**config.mk**
```make
export PLATFORM = sky130hd
export DESIGN_NAME = hdr_frame_rx
export DESIGN_NICKNAME = d
export VERILOG_FILES = /design/src/rtl/frx_pkg.sv /design/src/rtl/frx_edge_sync.sv /design/src/rtl/frx_deframer.sv /design/src/rtl/frx_wr_port.sv /design/src/rtl/hdr_frame_rx.sv
export SDC_FILE = /design/constraint.sdc
export NUM_CORES = 1
export LEC_CHECK = 0
export BUFFER_PORTS_ARGS = -buffer_cell sky130_fd_sc_hd__buf_2
export CAP_MARGIN = 0
export CORE_ASPECT_RATIO = 0.7
export CORE_MARGIN = 3
export CORE_UTILIZATION = 45
export CTS_BUF_LIST = sky130_fd_sc_hd__clkbuf_16
export DETAILED_ROUTE_END_ITERATION = 8
export PLACE_DENSITY = 0.65
export SYNTH_ARGS = -nofsm -noshare
export SYNTH_HDL_FRONTEND = slang
export SYNTH_SLANG_ARGS = --single-unit
```
**constraint.sdc**
```tcl
create_clock -name clk -period 2.55 [get_ports clk]
set_input_delay 0.255 -clock clk [delete_from_list [all_inputs] [get_ports clk]]
set_output_delay 0.255 -clock clk [all_outputs]
set_load 0.01 [all_outputs]
```
**src/rtl/frx_pkg.sv**
```systemverilog
package frx_pkg;
  localparam int HDR_W  = 16;
  localparam int BYTE_W = 8;
  typedef enum logic {MODE_FREE = 1'b0, MODE_SYNC = 1'b1} frx_mode_e;
endpackage

```
**src/rtl/frx_edge_sync.sv**
```systemverilog
module frx_edge_sync (
  input  logic clk,
  input  logic rst_n,
  input  logic ser_clk,
  input  logic ser_dat,
  output logic bit_stb,
  output logic bit_val
);
  logic [2:0] clk_q;
  logic [1:0] dat_q;

  always_ff @(posedge clk or negedge rst_n) begin
    if (!rst_n) begin
      clk_q <= '0;
      dat_q <= '0;
    end else begin
      clk_q <= {clk_q[1:0], ser_clk};
      dat_q <= {dat_q[0], ser_dat};
    end
  end

  assign bit_stb = clk_q[1] & ~clk_q[2];
  assign bit_val = dat_q[1];
endmodule

```
**src/rtl/frx_deframer.sv**
```systemverilog
module frx_deframer
  import frx_pkg::*;
#(
  parameter int LEN_W = 8
) (
  input  logic              clk,
  input  logic              rst_n,
  input  logic              enable,
  input  logic              sync_mode,
  input  logic [HDR_W-1:0]  hdr_pattern,
  input  logic [HDR_W-1:0]  hdr_mask,
  input  logic [LEN_W-1:0]  frame_len,
  input  logic              bit_stb,
  input  logic              bit_val,
  output logic              byte_stb,
  output logic [BYTE_W-1:0] byte_val,
  output logic              last_stb
);
  localparam int CNT_W   = $clog2(HDR_W);
  localparam int CNT_MAX = HDR_W - 1;

  logic [BYTE_W-1:0] byte_sh, byte_nx;
  logic [HDR_W-1:0]  hist_sh, hist_nx;
  logic [CNT_W-1:0]  bit_cnt, cnt_nx;
  logic [LEN_W-1:0]  remain;
  logic              locked, hunting, hit;

  always_comb begin
    byte_nx  = {byte_sh[BYTE_W-2:0], bit_val};
    hist_nx  = {hist_sh[HDR_W-2:0], bit_val};
    cnt_nx   = (bit_cnt < CNT_W'(CNT_MAX)) ? bit_cnt + 1'b1 : bit_cnt;
    hunting  = (sync_mode == MODE_SYNC) && !locked;
    hit      = ((hist_nx ^ hdr_pattern) & hdr_mask) == '0;
    byte_stb = bit_stb && enable && !hunting && (cnt_nx == CNT_W'(BYTE_W));
    last_stb = byte_stb && (sync_mode == MODE_SYNC) && (remain == LEN_W'(1));
    byte_val = byte_nx;
  end

  always_ff @(posedge clk or negedge rst_n) begin
    if (!rst_n) begin
      byte_sh <= '0;
      hist_sh <= '0;
      bit_cnt <= '0;
      remain  <= '0;
      locked  <= 1'b0;
    end else if (!enable) begin
      byte_sh <= '0;
      hist_sh <= '0;
      bit_cnt <= '0;
      remain  <= '0;
      locked  <= 1'b0;
    end else if (bit_stb) begin
      byte_sh <= byte_nx;
      hist_sh <= hist_nx;
      bit_cnt <= cnt_nx;
      if (hunting) begin
        if (cnt_nx == CNT_W'(CNT_MAX) && hit) begin
          locked  <= 1'b1;
          bit_cnt <= '0;
          byte_sh <= '0;
          remain  <= frame_len;
        end
      end else if (byte_stb) begin
        bit_cnt <= '0;
        byte_sh <= '0;
        if (sync_mode == MODE_SYNC) begin
          remain <= remain - 1'b1;
          if (remain == LEN_W'(1)) begin
            locked  <= 1'b0;
            hist_sh <= '0;
          end
        end
      end
    end
  end
endmodule

```
**src/rtl/frx_wr_port.sv**
```systemverilog
module frx_wr_port
  import frx_pkg::*;
#(
  parameter int ADDR_W = 3
) (
  input  logic              clk,
  input  logic              rst_n,
  input  logic              enable,
  input  logic              byte_stb,
  input  logic [BYTE_W-1:0] byte_val,
  input  logic              last_stb,
  output logic              wr_valid,
  input  logic              wr_ready,
  output logic [ADDR_W-1:0] wr_addr,
  output logic [BYTE_W-1:0] wr_data,
  output logic              frame_done
);
  logic xfer, can_load;

  assign xfer     = wr_valid && wr_ready;
  assign can_load = !wr_valid || wr_ready;

  always_ff @(posedge clk or negedge rst_n) begin
    if (!rst_n) begin
      wr_valid   <= 1'b0;
      wr_addr    <= '0;
      wr_data    <= '0;
      frame_done <= 1'b0;
    end else if (!enable) begin
      wr_valid   <= 1'b0;
      wr_addr    <= '0;
      frame_done <= 1'b0;
    end else begin
      if (xfer) wr_addr <= wr_addr + 1'b1;
      if (byte_stb && can_load) begin
        wr_data  <= byte_val;
        wr_valid <= 1'b1;
      end else if (xfer) begin
        wr_valid <= 1'b0;
      end
      frame_done <= last_stb && can_load;
    end
  end
endmodule

```
**src/rtl/hdr_frame_rx.sv**
```systemverilog
module hdr_frame_rx
  import frx_pkg::*;
#(
  parameter int BUF_DEPTH = 8,
  parameter int LEN_W     = 8,
  localparam int ADDR_W   = $clog2(BUF_DEPTH)
) (
  input  logic              clk,
  input  logic              rst_n,
  input  logic              enable,
  input  logic              sync_mode,
  input  logic              ser_clk,
  input  logic              ser_dat,
  input  logic [HDR_W-1:0]  hdr_pattern,
  input  logic [HDR_W-1:0]  hdr_mask,
  input  logic [LEN_W-1:0]  frame_len,
  output logic              wr_valid,
  input  logic              wr_ready,
  output logic [ADDR_W-1:0] wr_addr,
  output logic [BYTE_W-1:0] wr_data,
  output logic              frame_done
);
  logic              bit_stb, bit_val, byte_stb, last_stb;
  logic [BYTE_W-1:0] byte_val;

  frx_edge_sync u_sync (
    .clk(clk), .rst_n(rst_n), .ser_clk(ser_clk), .ser_dat(ser_dat),
    .bit_stb(bit_stb), .bit_val(bit_val)
  );

  frx_deframer #(.LEN_W(LEN_W)) u_deframe (
    .clk(clk), .rst_n(rst_n), .enable(enable), .sync_mode(sync_mode),
    .hdr_pattern(hdr_pattern), .hdr_mask(hdr_mask), .frame_len(frame_len),
    .bit_stb(bit_stb), .bit_val(bit_val),
    .byte_stb(byte_stb), .byte_val(byte_val), .last_stb(last_stb)
  );

  frx_wr_port #(.ADDR_W(ADDR_W)) u_port (
    .clk(clk), .rst_n(rst_n), .enable(enable),
    .byte_stb(byte_stb), .byte_val(byte_val), .last_stb(last_stb),
    .wr_valid(wr_valid), .wr_ready(wr_ready), .wr_addr(wr_addr),
    .wr_data(wr_data), .frame_done(frame_done)
  );
endmodule

```
==> metrics.txt <==
status=complete, no violations; total core area=5533 um2; hold_sp=ser_dat; Mapped Nets=296; ys async rst share=1.000; Initial Util=0.4907; post-layout min period=2421 ps; EDFF count, synth=0; final hold violations=0; Worst-path clk slew=70 ps; Min-Delay Path Class=in -> reg; post-DR wirelength/cell=16.40 um; cts bufs inserted=5; setup TNS=0 ps; crit path max fanout=9; kind of cell adding the most delay to the critical path=simple AND/OR/NAND/NOR gates; post-route ant nets=0; grt ovf=0; CP arrival=2600 ps; largest cells by area after synthesis=dfrtp_1 (49%), a22o_1 (8.4%), xor2_1 (5.8%); Die Ht=70.99 um; mux share of post-synthesis cell area=0.04839; total wire length=6364 um; register area share after synthesis=0.4885; critical path class=reg -> reg; # port buffers=59; Max-Cap Viols=0; via count=2188; crit path capture=u_port.wr_data[7]; FMAX=413.1 MHz; Worst Clk Skew=5.434 ps; Slew Limit Fails=0; worst relative slew slack=0.5103; HPWL Detailed=4599 um; Crit path buffers/inverters=1; Lkg Pwr=1.617 nW; Top FF cell, synth=dfrtp_1; Non-Filler Instances=388; critical register-to-register path endpoint=u_port.wr_data[7]; CP cell instances=ha_1 > nand4bb_1 > a21o_1 > nor4_4 > nor3b_4 > buf_4 > mux2_2; distinct cell type count after synthesis=50; worst vdd ir=0.0002803 V; power per cell area=546.7 nW/um2; share of the synthesized area in the top cell type=0.4885; Synth Area in Simple Gates=0.1512; CP endpoint kind=register; Area growth, synth to finish=23.18%; largest net degree at the start of global routing=54; # H-tree levels=2; final setup violation count=0; CTS hold repair buffers=0; Worst-Skew Late Latency=290 ps; Setup crit start kind=register; Mean Syn Cell Area=11.08 um2; Final Util=0.6045; total track usage=0.1888; CP peak stage delay=460 ps; Critical Path Start=u_deframe.bit_cnt[0]; Post-Syn Area=2715 um2; Starting DRT DRC Count=135; Post-Synthesis Cells=245; drt pass-1 iters=4; largest family of logic cells by synthesized area=compound AO/OA/AOI/OAI gates; Synth Area in Compound Gates=0.2124; die area=7017 um2; number of global-route vias before repair=2165; Clock Root Buffer=clkbuf_16; GP Congestion=0.8579; unrepaired setup endpoints after global routing=false; ANT cells=0; Die Width=98.84 um; clock sink total=53; Vias per Instance=5.639; share of cells above drive strength 1=0.2975; number of cells on the critical path=7; R2R Setup Slk=130 ps; flop and latch count out of synthesis=53; initial antenna violation count=0; Ys Warns=0; Fillers=488; critical path required time=2730 ps; Critical R2R Launch=u_deframe.bit_cnt[0]; xor and xnor area share after synthesis=0.06452; worst reg-to-reg path cell count=7; CTS Buffer Depth=2; Least-Margin Pin Slew=734.6 ps; adder-cell share of the synthesized area=0.01843; NumNets Final=366; row cnt=22; I/O pins=60; period utilization=0.9492; placed insts=379; Crit-path slowest cell=dfrtp_2; post-synth top area cell=dfrtp_1; CTS tree=yes; first-pass GRT wire length=10780 um; Remaining DRCs=0
==> cell type report <==
cell class              instances  area [um2]  area share
inverters                       6       22.52    0.006734
clock buffers                   5       125.1     0.03741
clock inverters                 3       47.55     0.01422
multi-input cells             180        1361      0.4070
well taps                      72       90.09     0.02694
flip-flops and latches         53        1328      0.3969
repair buffers                 69       370.4      0.1107
==> synth_stat cells, types with 2 or more instances <==
cell type,instances
nand2b_1,5
nor2b_1,3
dfrtp_1,53
inv_1,5
a22o_1,26
nand3b_1,6
nand4_1,4
a21o_1,4
xnor2_1,2
ha_1,4
xor2_1,18
or3_1,3
nor2_1,11
nor4_1,2
nor3_1,5
nand3_1,4
mux2_2,9
o21ai_0,5
mux2i_1,3
a22oi_1,9
a21oi_1,15
clkbuf_1,6
nand2_1,15
o41ai_1,2
==> placed cells by master (no fill, tap or decap), types with 6 or more instances in the layout <==
| cell type | Yosys | routed |
|---|---|---|
| nand3b_1 | 6 | 6 |
| nand2_1 | 15 | 15 |
| a21oi_1 | 15 | 15 |
| a22oi_1 | 9 | 9 |
| buf_2 | 0 | 59 |
| mux2_2 | 9 | 9 |
| nor2_1 | 11 | 11 |
| buf_4 | 0 | 10 |
| dfrtp_1 | 53 | 52 |
| a22o_1 | 26 | 26 |
| xor2_1 | 18 | 18 |
==> sequential cells by signal, indices dropped and copies added (netlist names) <==
name	count
u_port.frame_done	1
u_deframe.remain	8
u_deframe.hist_sh	15
u_sync.clk_q	3
u_deframe.locked	1
u_port.wr_data	8
u_port.wr_addr	3
u_deframe.byte_sh	7
u_deframe.bit_cnt	4
u_sync.dat_q	2
u_port.wr_valid	1
==> metrics by stage <==
stage	power, mW	area, um2	hold slack, ps	setup WS [ps]
4_1_cts	1.845	3318	57.79	35.62
6_report	1.829	3344	63.70	129.5
5_1_grt	1.902	3344	57.86	19.55
3_3_place_gp	1.053	3146	332.2	162.1
2_1_floorplan	0.9645	2715	-40.59	211.7
3_5_place_dp	1.055	3146	334.7	85.06
==> worst min path at each step <==
stage | endpoint | slack (ps) | cells after the start
6_report | u_sync.dat_q[0] | 60 | 1
5_1_grt | u_sync.dat_q[0] | 60 | 1
4_1_cts | u_sync.dat_q[0] | 60 | 1
3_5_place_dp | u_sync.dat_q[1] | 330 | 0
3_3_place_gp | u_sync.dat_q[1] | 330 | 0
2_1_floorplan | u_deframe.bit_cnt[0] | -40 | 0
==> timing repair <==
action                                  CTS  global route
endpoints found under the setup margin    0            19
gates resized for setup                   0             3
hold endpoints to repair                  0             0
setup buffers                             0             1
==> metal layers <==
layer,share of wire,vias up,track usage
met3,0.057,7,0.04631
li1,-,1067,-
met5,0,-,0
met1,0.52,1061,0.3025
met2,0.41,53,0.2574
met4,0.0069,0,0.03182
==> power breakdown <==
group	switching [mW]	total, mW	internal, mW	leakage, nW
registers	0.0133	0.864	0.851	0.725
clock network	0.318	0.789	0.471	0.0848
logic	0.101	0.176	0.0748	0.807
==> worst reg2reg max path, delay by kind of cell, from the launching register on <==
kind	cells	cell delay (ps)
buffers and inverters	1	200
AND/OR/NAND/NOR	3	720
multiplexers	1	350
AO/OA/AOI/OAI	1	260
adder cells (fa/ha/maj)	1	340
flip-flops	1	460
==> cells by family after synthesis <==
logic type | count (synthesis)
xor gates and xnor gates | 20
and+or+nand+nor | 68
adders and majority gates | 4
buffers and inverters | 12
AOI/OAI and AO/OA | 76
muxes | 12
DFF | 53
(Power assumes the default switching activity.)
